`src/rtl/cbe_pkg.sv`:
```
package cbe_pkg;
  typedef logic signed [15:0] coord_t;

  function automatic coord_t clamp_lo(coord_t v);
    return (v < 0) ? coord_t'(0) : v;
  endfunction

  function automatic coord_t clamp_hi(coord_t v, coord_t top);
    return (v > top) ? top : v;
  endfunction

  // smallest block whose sector coordinate is >= v
  function automatic coord_t ceil_blk(coord_t v, coord_t pos, int lg);
    coord_t t;
    t = v - pos + ((coord_t'(1) <<< lg) - coord_t'(1));
    return t >>> lg;
  endfunction

  // largest block whose sector coordinate is <= v (may be -1)
  function automatic coord_t floor_blk(coord_t v, coord_t pos, int lg);
    coord_t t;
    t = v - pos;
    return t >>> lg;
  endfunction

  function automatic logic [15:0] lin_bn(logic [15:0] bx, logic [15:0] by, int bcx_lg);
    return bx + (by << bcx_lg);
  endfunction
endpackage

```
`src/rtl/cbe_axis_match.sv`:
```
module cbe_axis_match
  import cbe_pkg::*;
#(
  parameter int SC_LG = 2,
  parameter int BC_LG = 3,
  parameter int CW    = 8
) (
  input  logic signed [CW-1:0] lo,
  input  logic signed [CW-1:0] hi,
  input  logic [SC_LG-1:0]     pos,
  output logic [BC_LG-1:0]     blk_lo,
  output logic [BC_LG-1:0]     blk_hi,
  output logic                 hit
);
  localparam int L_LG = SC_LG + BC_LG;
  localparam coord_t TOP = coord_t'((1 << L_LG) - 1);
  localparam coord_t BMAX = coord_t'((1 << BC_LG) - 1);

  coord_t lo_c, hi_c, p_c, b_lo, b_hi;
  logic   in_layer;

  always_comb begin
    p_c  = coord_t'({1'b0, pos});
    lo_c = clamp_lo(coord_t'(lo));
    hi_c = clamp_hi(coord_t'(hi), TOP);
    b_lo = ceil_blk(lo_c, p_c, SC_LG);
    b_hi = floor_blk(hi_c, p_c, SC_LG);
    in_layer = (lo_c <= hi_c);
    hit = in_layer && (b_lo <= b_hi);
    blk_lo = b_lo[BC_LG-1:0];
    blk_hi = b_hi[BC_LG-1:0];
  end

  // a hit never points outside the layer's block grid
  always_comb begin
    if (hit) begin
      a_r3_blk_in_grid: assert (b_lo >= 0 && b_hi <= BMAX);
    end
  end
endmodule

```
`src/rtl/cbe_block_walker.sv`:
```
module cbe_block_walker #(
  parameter int BCX_LG = 3,
  parameter int BCY_LG = 3
) (
  input  logic              clk,
  input  logic              rst_n,
  input  logic              start,
  input  logic [BCX_LG-1:0] bx_lo,
  input  logic [BCX_LG-1:0] bx_hi,
  input  logic [BCY_LG-1:0] by_lo,
  input  logic [BCY_LG-1:0] by_hi,
  input  logic              take,
  output logic              busy,
  output logic [BCX_LG-1:0] cx,
  output logic [BCY_LG-1:0] cy,
  output logic              lane1_ok,
  output logic              row_end,
  output logic              final_beat
);
  logic [BCX_LG-1:0] xlo_q, xhi_q;
  logic [BCY_LG-1:0] yhi_q;
  logic [BCX_LG:0]   cx_nx;
  logic              fire;

  assign cx_nx      = {1'b0, cx} + {{BCX_LG{1'b0}}, 1'b1};
  assign lane1_ok   = (cx_nx <= {1'b0, xhi_q});
  assign row_end    = (cx_nx >= {1'b0, xhi_q});
  assign final_beat = row_end && (cy == yhi_q);
  assign fire       = busy && take;

  always_ff @(posedge clk) begin
    if (!rst_n) begin
      busy  <= 1'b0;
      cx    <= '0;
      cy    <= '0;
      xlo_q <= '0;
      xhi_q <= '0;
      yhi_q <= '0;
    end else if (start && !busy) begin
      busy  <= 1'b1;
      cx    <= bx_lo;
      cy    <= by_lo;
      xlo_q <= bx_lo;
      xhi_q <= bx_hi;
      yhi_q <= by_hi;
    end else if (fire) begin
      if (final_beat) begin
        busy <= 1'b0;
      end else if (row_end) begin
        cx <= xlo_q;
        cy <= cy + {{(BCY_LG-1){1'b0}}, 1'b1};
      end else begin
        cx <= cx + {{(BCX_LG-1){1'b0}}, 2'd2};
      end
    end
  end

  a_r10_hold: assert property (@(posedge clk) disable iff (!rst_n)
    (busy && !take) |=> (busy && $stable(cx) && $stable(cy)));

  a_r7_row_wrap: assert property (@(posedge clk) disable iff (!rst_n)
    (fire && row_end && !final_beat) |=> (cx == xlo_q && cy == $past(cy) + 1'b1));

  a_r7_step_two: assert property (@(posedge clk) disable iff (!rst_n)
    (fire && !row_end) |=> (cy == $past(cy) && cx == $past(cx) + 2'd2));

  a_r6_odd_tail: assert property (@(posedge clk) disable iff (!rst_n)
    (busy && !lane1_ok) |-> row_end);
endmodule

```
`src/rtl/conn_block_enum.sv`:
```
module conn_block_enum
  import cbe_pkg::*;
#(
  parameter int SCX_LG = 2,
  parameter int SCY_LG = 2,
  parameter int BCX_LG = 3,
  parameter int BCY_LG = 3,
  parameter int CW     = 8
) (
  input  logic                      clk,
  input  logic                      rst_n,
  input  logic                      in_valid,
  output logic                      in_ready,
  input  logic signed [CW-1:0]      first_x,
  input  logic signed [CW-1:0]      last_x,
  input  logic signed [CW-1:0]      first_y,
  input  logic signed [CW-1:0]      last_y,
  input  logic [SCX_LG-1:0]         sec_x,
  input  logic [SCY_LG-1:0]         sec_y,
  output logic                      out_valid,
  input  logic                      out_ready,
  output logic [BCX_LG+BCY_LG-1:0]  out_bn0,
  output logic [BCX_LG+BCY_LG-1:0]  out_bn1,
  output logic                      out_v1,
  output logic                      out_last
);
  localparam int BN_W = BCX_LG + BCY_LG;

  logic [BCX_LG-1:0] bx_lo, bx_hi, cx;
  logic [BCY_LG-1:0] by_lo, by_hi, cy;
  logic hit_x, hit_y, accept, start, busy;
  logic lane1_ok, row_end, final_beat;

  cbe_axis_match #(.SC_LG(SCX_LG), .BC_LG(BCX_LG), .CW(CW)) u_ax (
    .lo(first_x), .hi(last_x), .pos(sec_x),
    .blk_lo(bx_lo), .blk_hi(bx_hi), .hit(hit_x)
  );

  cbe_axis_match #(.SC_LG(SCY_LG), .BC_LG(BCY_LG), .CW(CW)) u_ay (
    .lo(first_y), .hi(last_y), .pos(sec_y),
    .blk_lo(by_lo), .blk_hi(by_hi), .hit(hit_y)
  );

  assign in_ready = !busy;
  assign accept   = in_valid && in_ready;
  assign start    = accept && hit_x && hit_y;

  cbe_block_walker #(.BCX_LG(BCX_LG), .BCY_LG(BCY_LG)) u_walk (
    .clk(clk), .rst_n(rst_n), .start(start),
    .bx_lo(bx_lo), .bx_hi(bx_hi), .by_lo(by_lo), .by_hi(by_hi),
    .take(out_ready), .busy(busy), .cx(cx), .cy(cy),
    .lane1_ok(lane1_ok), .row_end(row_end), .final_beat(final_beat)
  );

  assign out_valid = busy;
  assign out_v1    = lane1_ok;
  assign out_last  = final_beat;
  assign out_bn0   = BN_W'(lin_bn(16'(cx), 16'(cy), BCX_LG));
  assign out_bn1   = lane1_ok ? BN_W'(lin_bn(16'(cx) + 16'd1, 16'(cy), BCX_LG)) : '0;

  a_r11_busy_blocks_input: assert property (@(posedge clk) disable iff (!rst_n)
    out_valid |-> !in_ready);

  a_r8_empty_no_beat: assert property (@(posedge clk) disable iff (!rst_n)
    (accept && !(hit_x && hit_y)) |=> (!out_valid && in_ready));

  a_r9_last_drains: assert property (@(posedge clk) disable iff (!rst_n)
    (out_valid && out_ready && out_last) |=> !out_valid);

  a_r5_pair_adjacent: assert property (@(posedge clk) disable iff (!rst_n)
    (out_valid && out_v1) |-> (out_bn1 == out_bn0 + 1'b1));

  a_r10_beat_stable: assert property (@(posedge clk) disable iff (!rst_n)
    (out_valid && !out_ready) |=> (out_valid && $stable(out_bn0) && $stable(out_last) && $stable(out_v1)));
endmodule

```
`config.mk`:
```
export PLATFORM = sky130hd
export DESIGN_NAME = conn_block_enum
export DESIGN_NICKNAME = d
export VERILOG_FILES = /design/src/rtl/cbe_pkg.sv /design/src/rtl/cbe_axis_match.sv /design/src/rtl/cbe_block_walker.sv /design/src/rtl/conn_block_enum.sv
export SDC_FILE = /design/constraint.sdc
export NUM_CORES = 1
export LEC_CHECK = 0
export BUFFER_PORTS_ARGS = -buffer_cell sky130_fd_sc_hd__buf_2
export CAP_MARGIN = 20
export CORE_ASPECT_RATIO = 1.1
export CORE_UTILIZATION = 60
export CTS_CLUSTER_SIZE = 30
export DETAILED_ROUTE_END_ITERATION = 6
export GPL_TIMING_DRIVEN = 0
export PLACE_DENSITY = 0.93
export SYNTH_ARGS = -nofsm -noshare
export SYNTH_HDL_FRONTEND = slang
export SYNTH_HIERARCHICAL = 1
export SYNTH_SLANG_ARGS = --single-unit
```
`constraint.sdc`:
```
create_clock -name clk -period 8.1 [get_ports clk]
set_input_delay 0.81 -clock clk [delete_from_list [all_inputs] [get_ports clk]]
set_output_delay 0.81 -clock clk [all_outputs]
set_load 0.05 [all_outputs]
```
==> impl_metrics.py, run 1 <==
metrics = {
    "power_and_ir_drop": {
        "internal_power_mw": 0.187,
        "comb_power_share_pct": 56.1,
        "power_density_mw_per_mm2": 93.1,
        "p_sw_mw": 0.136,
        "finalPower_mw": 0.323,
        "p_seq_share_pct": 25.6,
        "p_sw_share_pct": 42.0,
        "vdd_drop_max_mv": 0.0559,
        "cellLeakagePower_nw": 1.72,
        "power_frac_clock_pct": 18.3,
    },
    "worst_setup_path": {
        "path_cells": "buf_2, o21ba_4, or2_2, ha_1, o31a_1, nor4_4, buf_6, nand2_1, ha_1, inv_1, ha_1, and4_1, o21ai_0, a311oi_1, or3_1, a31oi_1, and4_1, and2b_1, clkbuf_1, nand2_1, a22o_1, a21oi_1",
        "slowest_delay_ns": 0.34,
        "cp.required_ns": 8.26,
        "reg2reg_from": "u_walk/cx[0]",
        "crit_slowest_cell": "or3_1",
        "worstSetupPathType": "input pin to flip-flop",
        "crit_arrival_ns": 5.27,
        "cp-end-kind": "flip-flop",
        "path_max_fanout": 10,
        "start_kind": "input pin",
        "startpoint": "last_x[6]",
        "cp_common_cell": "ha_1",
    },
    "synthesis": {
        "ys_seq_area_share_pct": 10.4,
        "synth-seq-cells": 16,
        "synth_cells": 409,
        "yosysWarnings": 6,
        "yosys-top-cells-area": "ha_1, dfxtp_1, a21oi_1",
        "synth_nets": 520,
        "yosys.area.top_type": "ha_1",
        "postSynth.asyncResetShare_pct": 0,
        "synth_edf_count": 0,
        "syn_area_per_cell_um2": 7.54,
        "syn_area_mm2": 0.00308,
        "synth-main-ff-cell": "dfxtp_1",
        "synth_top_cell_area_share_pct": 28.0,
        "synthDistinctLibCells": 52,
    },
    "sta": {
        "tightestPinTransition_ns": 0.756,
        "clock_skew_ns": 0.00640,
        "max_slew_margin_pct": 49.2,
        "setup_viol": 0,
        "finalMaxSlewViolations": 0,
        "fin_crit_sh_pct": 63.1,
        "setup-tns-final_ns": 0,
        "fin_hold_ws_ns": 0.457,
        "finalHoldViolCount": 0,
        "fmax_mhz": 196,
        "min_period_ns": 5.11,
        "rsz0062_at_grt": "false",
    },
    "status": {
        "status": "complete, but fails checks",
        "violations": "DRC",
    },
    "cells_and_area": {
        "final_util_pct": 69.9,
        "n_fill_cell": 381,
        "nets": 580,
        "antenna-diode-count": 0,
        "drive_gt1_share_pct": 16.7,
        "area_delta_synth_final_pct": 12.6,
    },
    "floorplan": {
        "die_y_um": 77.2,
        "rows": 27,
        "coreArea_mm2": 0.00497,
        "ios": 56,
        "die-area_mm2": 0.00543,
        "start_util_pct": 62.1,
        "fp.dieW_um": 70.3,
    },
    "cts": {
        "postCtsHoldBufs": 0,
        "cts_buffers": 3,
        "tritoncts": "built",
        "cts_setup_buffers": 0,
        "clock-root-buffer": "clkbuf_8",
        "htree_levels": 1,
        "cts_resized": 0,
        "cts.sinks": 16,
        "cts.clk_slew.worst_paths_ns": 0.06,
        "clock_latency_ns": 0.25,
        "clockBufferDepth": 2,
    },
    "drt": {
        "detail-route-antenna-nets": 0,
        "routed_wl_mm": 6.93,
        "drc": 2,
        "wl_per_cell_um": 13.2,
        "initialDrtViolationCount": 161,
        "vias": 3025,
        "vias_per_cell": 5.76,
        "dr.pass1.iters": 7,
    },
    "placement": {
        "hpwlAfterDp_mm": 5.90,
        "port_buffers": 55,
        "gp_congestion": 0.862,
    },
    "min_path": {
        "hp-start": "u_walk/xhi_q[2]",
        "hp-class": "flip-flop to flip-flop",
    },
    "global_route": {
        "track_usage_pct": 26.6,
        "grt_pass1_wl_mm": 12.2,
        "antenna_found_initial": 0,
        "grt_max_degree": 11,
        "grt_overflow": 0,
        "grt_pass1_vias": 2965,
    },
    "job": {
        "drv_cap": 0,
    },
}
## state kept, by name, indices dropped and copies added (netlist names)
register,count
u_walk/cx,3
u_walk/cy,3
u_walk/xhi_q,3
u_walk/xlo_q,3
u_walk/yhi_q,3
u_walk/busy,1
## critical path, delay by kind of cell
family / cells / cell delay, ns
buf+inv: 4 / 0.63
fa+ha+maj: 3 / 0.85
compound gates: 7 / 1.20
simple gates: 8 / 1.77
## power groups by stage
stage | logic [mW] | clock network [mW] | registers [mW]
2_1_floorplan | 0.129 | 0 | 0.0874
3_3_place_gp | 0.169 | 0 | 0.0844
3_5_place_dp | 0.179 | 0 | 0.0844
4_1_cts | 0.180 | 0.0596 | 0.0827
5_1_grt | 0.205 | 0.0628 | 0.0830
6_report | 0.181 | 0.0591 | 0.0827
## metal layers
layer	global-route usage (%)	wire length (µm)	share of wire [%]	vias up
met4	7.20	44	0.64	0
met1	31.7	3050	44	1400
met2	49.2	3570	51	78
li1	-	-	-	1541
met3	3.02	262	3.8	6
met5	0	0	0	-
## synth_stat cells, drive strengths merged, types with 6 or more instances
cell type and instances:
a21oi 38, dfxtp 16, ha 69, inv 42, nand2 42, nand2b 13, nand3 8, nand4 10
nor2 36, nor2b 14, nor3 6, o21ai 17, or3 6, xnor2 14, xor2 11
## per-stage QoR
stage | setup slack (ns) | area [µm²] | instances
2_1_floorplan | 2.96 | 3080 | 409
3_3_place_gp | 2.96 | 3430 | 522
3_5_place_dp | 2.83 | 3430 | 522
4_1_cts | 3.03 | 3470 | 525
5_1_grt | 2.71 | 3470 | 525
6_report | 2.99 | 3470 | 525
## area by class of cell
type | instances | area, µm² | area share [%]
buffer | 8 | 50.0 | 1.44
sequential | 16 | 320 | 9.23
multi-input combinational | 343 | 2550 | 73.6
timing repair buffer | 55 | 275 | 7.93
inverter | 42 | 158 | 4.54
tap | 58 | 72.6 | 2.09
clock buffer | 3 | 41.3 | 1.19
## cell usage in the layout (no fill, tap or decap), drive strengths merged, types with 3 or more instances in the layout
master	synthesis	final
o21a	3	3
o211ai	4	4
nor3	6	6
ha	69	69
nand3	8	8
xnor2	14	14
nand2b	13	13
dfxtp	16	16
nor2b	14	14
inv	42	42
clkbuf	4	7
a211oi	3	3
buf	4	59
a21oi	38	38
and4	3	3
nand4	10	10
o21ai	17	17
xor2	11	11
nand2	42	42
o221ai	3	3
or3	6	6
a31oi	4	4
or2	5	5
and2	5	5
o31a	3	3
nor2	36	36
## worst paths after layout
path | to | slack [ns] | cells after the start
max reg2reg | u_walk/cx[2] | 5.89 | 8
min | u_walk/xhi_q[2] | 0.46 | 2
min reg2reg | u_walk/xhi_q[2] | 0.46 | 2
max | u_walk/cx[0] | 2.99 | 22
## logic make-up (layout without fill, tap and decap cells)
logic type	count (synthesis)	after routing	synth area share, %
simple gates	156	156	27.1
compound gates	87	87	18.5
fa+ha+maj	71	71	29.3
buf+inv	50	108	6.74
xor+xnor	25	25	7.10
flops	16	16	10.4
other cells	2	2	0.244
mux	2	2	0.649
Note: power is estimated with default switching activity, not from simulation.
==> inputs of run 2 (changes only) <==
CORE_UTILIZATION = 58   (was 60)
PLACE_DENSITY = 0.91   (was 0.93)
clock period = 5.3 ns   (was 8.1 ns; I/O delays follow)
==> run 2 against run 1 <==
Net effect:
- the flow still finishes with violations (DRC)
- clock skew is 0.0033 ns lower
- worst hold slack gained 0.0055 ns
- non-clock buffer count is the same
- via count rose by 0.83%
- core utilization is 1.1 points lower
==> impl_metrics.py, run 2 (same netlist as run 1, synthesis figures left out) <==
metrics = {
    "status": {
        "status": "complete, but fails checks",
        "violations": "DRC",
    },
    "worst_setup_path": {
        "path_max_fanout": 10,
        "reg2reg_depth": 8,
        "crit_arrival_ns": 4.99,
        "timing.rr.end": "u_walk/cx[1]",
        "worstSetupPathType": "input pin to flip-flop",
        "cp-end-kind": "flip-flop",
        "start_kind": "input pin",
        "r2r_slack_ns": 3.06,
        "reg2reg_from": "u_walk/cx[0]",
        "cp.required_ns": 5.48,
    },
    "drt": {
        "vias_per_cell": 5.80,
        "routed_wl_mm": 7.05,
        "initialDrtViolationCount": 109,
        "vias": 3050,
        "wl_per_cell_um": 13.4,
        "drc": 1,
        "dr.pass1.iters": 7,
        "detail-route-antenna-nets": 0,
    },
    "floorplan": {
        "ios": 56,
        "die-area_mm2": 0.00561,
        "die_y_um": 78.5,
        "rows": 27,
        "fp.dieW_um": 71.5,
        "coreArea_mm2": 0.00507,
        "start_util_pct": 60.8,
    },
    "cts": {
        "cts.sinks": 16,
        "cts_buffers": 3,
        "tritoncts": "built",
        "cts_resized": 0,
        "clock-root-buffer": "clkbuf_8",
        "htree_levels": 1,
        "cts_setup_buffers": 0,
        "postCtsHoldBufs": 0,
        "clock_latency_ns": 0.25,
        "cts.clk_slew.worst_paths_ns": 0.06,
        "clockBufferDepth": 2,
    },
    "cells_and_area": {
        "final_cell_mix": "ha_1, buf_2, inv_1, nand2_1, a21oi_1",
        "nets": 580,
        "area_delta_synth_final_pct": 13.1,
        "regArea_um2": 320,
        "drive_gt1_share_pct": 16.9,
        "final_cell_area_mm2": 0.00349,
        "layout.cells.non_filler": 526,
        "final_common_cell": "ha_1",
        "n_fill_cell": 406,
        "final_util_pct": 68.8,
        "multiInputGateArea_mm2": 0.00255,
        "antenna-diode-count": 0,
    },
    "placement": {
        "place_area_mm2": 0.00343,
        "dp_cells": 522,
        "port_buffers": 55,
        "place_ws_ns": 0.259,
        "hpwlAfterDp_mm": 6.01,
        "gp_congestion": 0.865,
    },
    "global_route": {
        "antenna_found_initial": 0,
        "track_usage_pct": 27.0,
        "grt_pass1_wl_mm": 12.5,
        "grt_overflow": 0,
        "grt_pass1_vias": 3019,
        "grt_max_degree": 11,
    },
    "sta": {
        "fin_crit_sh_pct": 90.8,
        "setup-tns-final_ns": 0,
        "fin_hold_ws_ns": 0.463,
        "worst_slack_ns": 0.488,
        "fmax_mhz": 208,
        "min_period_ns": 4.81,
        "clock_skew_ns": 0.00311,
        "tightestPinTransition_ns": 0.676,
        "finalHoldViolCount": 0,
        "setup_viol": 0,
        "finalMaxSlewViolations": 0,
        "rsz0062_at_grt": "false",
        "max_slew_margin_pct": 54.5,
    },
    "min_path": {
        "hold_path_end": "u_walk/xlo_q[1]",
        "min_path_cells": 2,
        "hp-start": "u_walk/xlo_q[1]",
        "hp-class": "flip-flop to flip-flop",
    },
    "power_and_ir_drop": {
        "cellLeakagePower_nw": 1.73,
        "power_density_mw_per_mm2": 146,
        "finalPower_mw": 0.510,
        "vdd_drop_max_mv": 0.0630,
    },
    "job": {
        "drv_cap": 0,
    },
}
[run 2: cell count changes in the layout (fill, tap and decap cells not counted), sizes merged]
cell	delta
clkbuf	+1
[run 2: worst max-delay path by stage]
stage	startpoint	endpoint	slack [ns]	cells after the start
finish	last_y[6]	u_walk/cx[0]	0.49	22
global route	last_y[6]	u_walk/cx[0]	0.24	22
CTS	last_y[6]	u_walk/cx[0]	0.51	22
detailed placement	last_y[6]	u_walk/cx[0]	0.26	22
global placement	last_y[6]	u_walk/cx[0]	0.41	22
floorplan	u_walk/cx[1]	out_bn1[5]	0.44	8
[run 2: critical path, cell delays in order]
cell and delay [ns]:
buf_2 0.11, o21ba_4 0.25, or2_2 0.31, ha_1 0.31
o31a_1 0.17, nor4_4 0.30, buf_6 0.18, nand2_1 0.06
ha_1 0.28, inv_1 0.04, ha_1 0.30, and4_1 0.20
o21ai_0 0.08, a311oi_1 0.12, or3_1 0.32, a31oi_1 0.21
and4_1 0.30, and2b_1 0.14, clkbuf_1 0.29, nand2_1 0.13
a22o_1 0.19, a21oi_1 0.14
[run 2: cell type report]
type	instances	share of cell area [%]
multi-input cells	343	73.3
flip-flops and latches	16	9.19
repair buffers	55	7.90
inverters	42	4.52
well taps	58	2.08
clock buffers	4	1.58
plain buffers	8	1.44
[run 2: layer usage]
| metal | track usage, % | vias up | wire length (µm) |
|---|---|---|---|
| li1 | - | 1549 | - |
| met1 | 31.0 | 1382 | 3100 |
| met2 | 49.8 | 96 | 3440 |
| met3 | 3.21 | 23 | 316 |
| met4 | 11.6 | 0 | 201 |
| met5 | 0 | - | 0 |
[run 2: report_power, final]
group	internal, mW	switching (mW)
sequential	0.123	0.00381
combinational	0.113	0.163
clock	0.0659	0.0418
